### config.mk
export PLATFORM = sky130hd
export DESIGN_NAME = bcd_alu
export DESIGN_NICKNAME = d
export VERILOG_FILES = /design/src/rtl/bcd_alu_pkg.sv /design/src/rtl/bcd_op_decode.sv /design/src/rtl/bcd_digit.sv /design/src/rtl/bcd_chain.sv /design/src/rtl/bcd_alu.sv
export SDC_FILE = /design/constraint.sdc
export NUM_CORES = 1
export LEC_CHECK = 0
export ABC_AREA = 1
export CORE_ASPECT_RATIO = 0.7
export CORE_MARGIN = 2
export CORE_UTILIZATION = 50
export CTS_BUF_LIST = sky130_fd_sc_hd__clkbuf_4
export DETAILED_ROUTE_END_ITERATION = 10
export DONT_BUFFER_PORTS = 1
export GPL_TIMING_DRIVEN = 0
export HOLD_SLACK_MARGIN = 0.1
export PLACE_DENSITY = 0.65
export SETUP_SLACK_MARGIN = 0.05
export SLEW_MARGIN = 20
export SYNTH_ARGS = -nofsm -noshare
export SYNTH_HDL_FRONTEND = slang
export SYNTH_HIERARCHICAL = 1
export SYNTH_SLANG_ARGS = --single-unit
### constraint.sdc
create_clock -name clk_i -period 0.8 [get_ports clk_i]
set_input_delay 0.04 -clock clk_i [delete_from_list [all_inputs] [get_ports clk_i]]
set_output_delay 0.04 -clock clk_i [all_outputs]
set_load 0.02 [all_outputs]
### src/rtl/bcd_alu_pkg.sv
package bcd_alu_pkg;

  typedef enum logic [1:0] {
    KIND_PASS = 2'd0,
    KIND_ADD  = 2'd1,
    KIND_SUB  = 2'd2
  } op_kind_e;

  typedef struct packed {
    op_kind_e kind;
    logic     use_flag;
  } op_dec_t;

  localparam logic [2:0] SEL_ADD = 3'b100;
  localparam logic [2:0] SEL_SUB = 3'b111;

endpackage

### src/rtl/bcd_op_decode.sv
module bcd_op_decode
  import bcd_alu_pkg::*;
(
  input  logic [7:0] op_i,
  output op_dec_t    dec_o
);

  // bit 3 (immediate form) only selects the operand source upstream
  always_comb begin
    dec_o.use_flag = ~op_i[7];
    unique case (op_i[2:0])
      SEL_ADD: dec_o.kind = KIND_ADD;
      SEL_SUB: dec_o.kind = KIND_SUB;
      default: dec_o.kind = KIND_PASS;
    endcase
  end

endmodule

### src/rtl/bcd_digit.sv
module bcd_digit (
  input  logic       sub_i,
  input  logic [3:0] a_i,
  input  logic [3:0] b_i,
  input  logic       cy_i,
  output logic [3:0] r_o,
  output logic       cy_o
);

  logic [4:0] sum;
  logic [4:0] diff;

  always_comb begin
    sum  = {1'b0, a_i} + {1'b0, b_i} + {4'd0, cy_i};
    diff = {1'b0, a_i} - {1'b0, b_i} - {4'd0, cy_i};
    if (sub_i) begin
      // negative difference: wrap to the decimal digit by removing 6
      cy_o = diff[4];
      r_o  = diff[4] ? diff[3:0] - 4'd6 : diff[3:0];
    end else begin
      cy_o = (sum > 5'd9);
      r_o  = (sum > 5'd9) ? sum[3:0] + 4'd6 : sum[3:0];
    end
  end

endmodule

### src/rtl/bcd_chain.sv
module bcd_chain #(
  parameter int NUM_DIGITS = 2,
  localparam int W = 4 * NUM_DIGITS
) (
  input  logic         sub_i,
  input  logic [W-1:0] a_i,
  input  logic [W-1:0] b_i,
  input  logic         cy_i,
  output logic [W-1:0] r_o,
  output logic         cy_o
);

  logic [NUM_DIGITS:0] cy;

  assign cy[0] = cy_i;

  for (genvar g = 0; g < NUM_DIGITS; g++) begin : g_dig
    bcd_digit i_dig (
      .sub_i (sub_i),
      .a_i   (a_i[4*g +: 4]),
      .b_i   (b_i[4*g +: 4]),
      .cy_i  (cy[g]),
      .r_o   (r_o[4*g +: 4]),
      .cy_o  (cy[g+1])
    );
  end

  assign cy_o = cy[NUM_DIGITS];

endmodule

### src/rtl/bcd_alu.sv
module bcd_alu
  import bcd_alu_pkg::*;
#(
  parameter int NUM_DIGITS = 2,
  localparam int W = 4 * NUM_DIGITS
) (
  input  logic         clk_i,
  input  logic         rst_ni,
  input  logic         valid_i,
  input  logic [7:0]   op_i,
  input  logic [W-1:0] opnd_i,
  input  logic [W-1:0] d_i,
  input  logic         df_i,
  output logic         valid_o,
  output logic [W-1:0] d_o,
  output logic         df_o
);

  op_dec_t      dec;
  logic         is_sub;
  logic         cy_in;
  logic [W-1:0] res;
  logic         cy_out;
  logic [W-1:0] d_nxt;
  logic         df_nxt;

  bcd_op_decode i_dec (
    .op_i  (op_i),
    .dec_o (dec)
  );

  assign is_sub = (dec.kind == KIND_SUB);
  // subtract borrow-in is the inverse of the flag
  assign cy_in  = dec.use_flag & (is_sub ? ~df_i : df_i);

  bcd_chain #(.NUM_DIGITS(NUM_DIGITS)) i_chain (
    .sub_i (is_sub),
    .a_i   (d_i),
    .b_i   (opnd_i),
    .cy_i  (cy_in),
    .r_o   (res),
    .cy_o  (cy_out)
  );

  always_comb begin
    unique case (dec.kind)
      KIND_ADD: begin d_nxt = res; df_nxt = cy_out;  end
      KIND_SUB: begin d_nxt = res; df_nxt = ~cy_out; end
      default:  begin d_nxt = d_i; df_nxt = df_i;    end
    endcase
  end

  always_ff @(posedge clk_i or negedge rst_ni) begin
    if (!rst_ni) begin
      valid_o <= 1'b0;
      d_o     <= '0;
      df_o    <= 1'b0;
    end else begin
      valid_o <= valid_i;
      if (valid_i) begin
        d_o  <= d_nxt;
        df_o <= df_nxt;
      end
    end
  end

endmodule

==> out/metrics.yaml, run 1 <==
timing:
  worst_pin_slew_ns: 0.424
  setup_viol: 9
  relSlewSlack_pct: 71.6
  timing.final.max_slew_violations: 0
  finalCritPeriodShare_pct: 488
  hold_viol_final: 0
  final.setup.worst_slack_ns: -3.10
  fmax_ghz: 0.256
  min_period_ns: 3.90
  rsz0062_at_grt: "yes"
  whs_ns: 0.153
  finalClockSkew_ns: 0
clocking:
  clkLatencyLatePin_ns: 0.25
  cts_max_path_buffers: 2
  cts_made_buffers: 3
  clockRootBuffer: "clkbuf_4"
  cts.sinks: 10
  clkTransAtPathRegs_ns: 0.06
  cts_tree: "built"
  cts_max_level: 1
cells_and_area:
  final_cells: 376
  diodes: 0
  fin_area_mm2: 0.00239
  nets: 390
  fill_cells: 273
  regArea_um2: 262
  multi_input_area_mm2: 0.00149
  drive_gt1_share_pct: 30.1
  area_delta_synth_final_pct: 36.0
floorplan:
  dieArea_mm2: 0.00402
  fp.coreArea_mm2: 0.00325
  start_util_pct: 54.1
  dieWidth_um: 74.9
  io_pins: 38
  die_y_um: 53.6
  rows: 17
yosys:
  syn_area_per_cell_um2: 6.11
  synth-seq-area-share_pct: 14.2
  netlist_area_mm2: 0.00176
  netlist_instances: 288
  ys_warn_count: 6
  synthFlopType: "dfrtp_1"
  synth.most_common_cell: "nand2_1"
  synth_top_area_share_pct: 21.5
  synth_nets: 348
  ys_types: 18
  synth.top_cells.by_count: "nand2_1 (101), inv_1 (54), ha_1 (24)"
  ys_top_cells_by_area: "nand2_1 (22%), ha_1 (17%), dfrtp_1 (14%)"
  synth_top_area_cell: "nand2_1"
  async_reset_ff_share_pct: 100
  synth_edf_count: 0
  synth_seq_cells: 10
setup_path:
  crit_path_end_kind: "flop"
  path_max_fanout: 4
  cp_slowest_stage_delay_ns: 0.56
  cpMostUsedCell: "nand2_2"
  arrival_ns: 4.05
  r2r_setup_slack_ns: 0.09
  slowest_stage: "fa_2"
  startpoint_type: "input port"
  worstPathRequired_ns: 0.95
  r2r_end: "d_o[6]$_DFFE_PN0P_"
  crit_path_start: "op_i[0]"
  rr_worst_depth: 2
  rr_startpoint: "d_o[6]$_DFFE_PN0P_"
  critPathKind: "in2reg"
  timing.critical_path.to: "d_o[7]$_DFFE_PN0P_"
placement:
  port-buffer-count: 0
  dp.cells: 335
  finalWeightedCongestion: 0.850
  postPlaceCellArea_mm2: 0.00190
  hpwl_mm: 3.38
power_and_ir_drop:
  leakage_nw: 1.25
  pwr-share-seq_pct: 21.2
  clkPwrFrac_pct: 10.2
  cell_internal_pwr_w: 0.00181
  power_density_mw_per_mm2: 1410
  swShare_pct: 46.1
  switching_power_w: 0.00155
  ir_drop_v: 0.000738
  combPwrFrac_pct: 68.5
routing:
  avgViaCountPerCell: 4.88
  avgRoutedWirePerCell_um: 12.3
  vias: 1834
  ant_nets: 0
  first_iter_violations: 67
  drc: 0
  dr.pass1.iters: 5
  totalWireLength_mm: 4.61
run_status:
  status: "finished with violations"
  violations: "setup timing"
hold_path:
  hold_class: "in2async"
grt:
  grt_pass1_wl_mm: 7.49
  grt-ovfl-total: 0
  grt_pass1_vias: 1646
  grt_max_degree: 11
  globalRouteTotalUtil_pct: 24.4
  antenna_found_initial: 0
job:
  maxCapViolCount: 0
==> metal layers <==
metal | track usage (%) | vias to the layer above | routed length [um]
met5 | 0 | - | 0
met4 | 4.46 | 0 | 14
met3 | 3.18 | 2 | 302
met2 | 35.2 | 48 | 1820
met1 | 38.4 | 817 | 2470
li1 | - | 967 | -
==> cell type report <==
class                           instances  area share [%]
Clock buffer                            3           0.941
Inverter                               56            10.0
Clock inverter                          1           0.157
Sequential cell                        10            10.9
Tap cell                               47            2.46
Buffer                                  1           0.314
Multi-Input combinational cell        221            62.1
Timing Repair Buffer                   37            13.1
==> worst min path at each step <==
| stage | startpoint | endpoint | slack [ns] | cells past startpoint |
|---|---|---|---|---|
| floorplan | rst_ni | d_o[0]$_DFFE_PN0P_ | -0.26 | 0 |
| global placement | rst_ni | d_o[3]$_DFFE_PN0P_ | -0.26 | 0 |
| detailed placement | rst_ni | d_o[3]$_DFFE_PN0P_ | -0.26 | 0 |
| CTS | rst_ni | df_o$_DFFE_PN0P_ | 0.16 | 1 |
| global route | rst_ni | d_o[3]$_DFFE_PN0P_ | 0.17 | 1 |
| finish | rst_ni | df_o$_DFFE_PN0P_ | 0.15 | 1 |
==> power groups by stage <==
| stage | logic (W) | clock network [W] | registers, W |
|---|---|---|---|
| after floorplan | 0.00136 | 0 | 0.000699 |
| after global placement | 0.00162 | 0 | 0.000710 |
| after detailed placement | 0.00163 | 0 | 0.000712 |
| after CTS | 0.00203 | 0.000352 | 0.000715 |
| after global routing | 0.00260 | 0.000383 | 0.000727 |
| final | 0.00231 | 0.000344 | 0.000715 |
==> cell usage in the layout, fill, tap and decap left out, types with 5 or more instances in the layout <==
cell type | Yosys | routed
nor2_1 | 20 | 13
inv_1 | 54 | 46
fa_2 | 0 | 8
nand2_1 | 101 | 90
ha_1 | 24 | 20
nand2_2 | 8 | 16
nor2_4 | 0 | 5
inv_2 | 1 | 7
o21ai_0 | 22 | 6
nand3_2 | 0 | 5
o21ai_1 | 0 | 12
dlygate4sd3_1 | 0 | 11
buf_4 | 1 | 25
dfrtp_2 | 0 | 9
nand3_1 | 23 | 18
==> worst max-delay path, delay by kind of cell <==
| family | cells | cell delay (ns) |
|---|---|---|
| compound gates | 5 | 0.39 |
| fa+ha+maj | 7 | 2.12 |
| buf+inv | 7 | 0.41 |
| simple gates | 16 | 1.06 |
==> flip-flops by register name (all words and copies together) (netlist names) <==
signal and cells:
d_o 8, df_o 1, valid_o 1
==> repair_timing <==
item / CTS / global route
endpoints found under the setup margin: 18 / 19
hold buffers: 11 / 0
gates resized for setup: 30 / 19
setup buffers: 18 / 8
hold endpoints to repair: 20 / 0
pin swaps: 32 / 10
==> through the flow <==
step           util [%]  TNS [ns]  setup slack, ns  total power [W]
2_1_floorplan         -    -22.05            -3.29          0.00206
3_5_place_dp       58.4    -24.80            -3.72          0.00234
3_3_place_gp       58.4    -24.54            -3.68          0.00233
6_report           73.5    -21.10            -3.10          0.00337
5_1_grt            73.5    -22.79            -3.34          0.00371
4_1_cts            69.6    -20.22            -3.00          0.00310
==> cells by family (layout without fill, tap and decap cells) <==
logic type,after synthesis,count (layout),share of synthesized area (%)
compound gates,31,31,9.74
flops,10,10,14.2
buf+inv,57,98,12.4
simple gates,156,156,36.5
xor+xnor,2,2,0.995
fa+ha+maj,32,32,26.2
(Power assumes the default switching activity.)
==> inputs of run 2 (changes only) <==
Settings changed: PLACE_DENSITY 0.65 to not set, SKIP_LAST_GASP set to 1.
Clock period 0.8 ns to 4.2 ns, I/O delays scaled along.
==> run 2 against run 1 <==
Highest routed layer is now met3; critical path depth stayed put; global-route usage shrank 2.3 points; die area unchanged; first-iteration DRC count fell by 4.5%; final cell count fell by 7.4%; clock-buffer cell count did not move; largest cell class unchanged; clock power decreased by 82%; the run now ends clean; sequential share of layout area rose by 0.85 points; register-to-register slack gained 3.3 ns; clock skew did not move; flip-flop and latch count is the same.
==> out/metrics.yaml, run 2 (same netlist as run 1, synthesis figures left out) <==
routing:
  dr.pass1.iters: 4
  vias: 1672
  first_iter_violations: 64
  ant_nets: 0
  avgViaCountPerCell: 4.80
  drc: 0
  avgRoutedWirePerCell_um: 12.1
  totalWireLength_mm: 4.21
timing:
  whs_ns: 0.103
  min_period_ns: 4.17
  finalCritPeriodShare_pct: 99.3
  finalClockSkew_ns: 0
  relSlewSlack_pct: 70.0
  worst_pin_slew_ns: 0.448
  hold_viol_final: 0
  rsz0062_at_grt: "yes"
  fmax_ghz: 0.240
  timing.final.max_slew_violations: 0
  setup_viol: 0
power_and_ir_drop:
  leakage_nw: 1.13
  ir_drop_v: 0.000115
  power_density_mw_per_mm2: 267
  total_power_w: 0.000569
floorplan:
  rows: 17
  fp.coreArea_mm2: 0.00325
  die_y_um: 53.6
  io_pins: 38
  start_util_pct: 54.1
  dieArea_mm2: 0.00402
  dieWidth_um: 74.9
grt:
  grt_pass1_vias: 1455
  grt-ovfl-total: 0
  antenna_found_initial: 0
  grt_max_degree: 11
  grt_pass1_wl_mm: 6.81
  globalRouteTotalUtil_pct: 22.1
setup_path:
  r2r_end: "d_o[1]$_DFFE_PN0P_"
  startpoint_type: "input port"
  rr_worst_depth: 2
  worstPathRequired_ns: 4.35
  critPathKind: "in2reg"
  cp_slowest_stage_delay_ns: 0.57
  rr_startpoint: "d_o[1]$_DFFE_PN0P_"
  arrival_ns: 4.32
  path_max_fanout: 4
  r2r_setup_slack_ns: 3.43
  crit_path_end_kind: "flop"
  cpMostUsedCell: "nand2_2"
  slowest_stage: "fa_2"
placement:
  finalWeightedCongestion: 0.851
  dp.cells: 335
  postPlaceCellArea_mm2: 0.00190
  port-buffer-count: 0
  hpwl_mm: 3.41
hold_path:
  min_to: "d_o[7]$_DFFE_PN0P_"
  hold_path_startpoint: "valid_i"
  hold_class: "in2reg"
  hold_depth: 2
clocking:
  cts_max_path_buffers: 2
  clockRootBuffer: "clkbuf_4"
  cts_made_buffers: 3
  cts.sinks: 10
  clkTransAtPathRegs_ns: 0.06
  clkLatencyLatePin_ns: 0.25
  cts_max_level: 1
  cts_tree: "built"
cells_and_area:
  final_common_cell: "nand2_1"
  drive_gt1_share_pct: 21.6
  fin_area_mm2: 0.00213
  top_regs: "d_o (8), df_o (1), valid_o (1)"
  fill_cells: 306
  diodes: 0
  area_delta_synth_final_pct: 20.8
  final_cells: 348
  layout_common_cells: "nand2_1 (90), inv_1 (47), ha_1 (21), nand3_1 (21), nand2_2 (15)"
  largest_reg_flops: 8
  regMostFlops: "d_o"
  nets: 363
run_status:
  status: "completed"
job:
  maxCapViolCount: 0
[run 2: cell types whose count changed in the layout (fill, tap and decap cells not counted), sizes merged]
cell,before,now
buf,27,9
dlygate4sd3,11,2
clkinv,3,2
[run 2: cell type report]
type                       count  area (um2)  share of cell area [%]
multi-input combinational    221        1470                    69.1
sequential                    10         250                    11.8
inverter                      56         238                    11.2
timing repair buffer          10        80.1                    3.77
tap                           47        58.8                    2.77
clock buffer                   3        22.5                    1.06
buffer                         1        7.51                   0.353
[run 2: critical path: cells and delay by family]
| family | cells | cell delay [ns] |
|---|---|---|
| adder cells (fa/ha/maj) | 7 | 2.19 |
| AND/OR/NAND/NOR | 19 | 1.34 |
| AO/OA/AOI/OAI | 4 | 0.29 |
| buffers and inverters | 5 | 0.28 |
[run 2: metal layers]
metal  GRT usage (%)  wire length, um  vias to the layer above
met1            38.2             2390                      719
met2            29.1             1530                       38
met3            1.69              279                        0
li1                -                -                      915
met5               0                0                        -
met4            2.68                0                        0
[run 2: where the power goes]
group	switching, W	internal, W	leakage [nW]
logic	0.000215	0.000158	0.992
registers	0.0000249	0.000109	0.120
clock network	0.0000290	0.0000329	0.0138
total	0.000269	0.000300	1.13
[run 2: timing repair]
action / in CTS / in global routing
endpoints found under the hold margin: 11 / 0
pin swaps: 8 / 28
resized for setup: 5 / 27
hold buffers: 2 / 0
endpoints found under the setup margin: 4 / 4
buffers inserted: 4 / 4
[run 2: worst max-delay path by stage]
stage                       start                to  slack, ns  cells past startpoint
after floorplan           op_i[0]  df_o$_DFFE_PN0P_      -0.07                     36
after global placement    op_i[2]  df_o$_DFFE_PN0P_      -0.45                     36
after detailed placement  op_i[2]  df_o$_DFFE_PN0P_      -0.47                     36
after CTS                 op_i[0]  df_o$_DFFE_PN0P_       0.06                     36
after global routing      op_i[2]  df_o$_DFFE_PN0P_      -0.17                     35
final                     op_i[2]  df_o$_DFFE_PN0P_       0.03                     35
[run 2: stage by stage]
step	worst slack [ns]	TNS, ns	utilization (%)
3_5_place_dp	-0.470	-1.64	58.3
6_report	0.0304	0	65.3
2_1_floorplan	-0.0677	-0.151	-
4_1_cts	0.0573	0	60.9
3_3_place_gp	-0.452	-1.55	58.3
5_1_grt	-0.166	-0.574	65.3
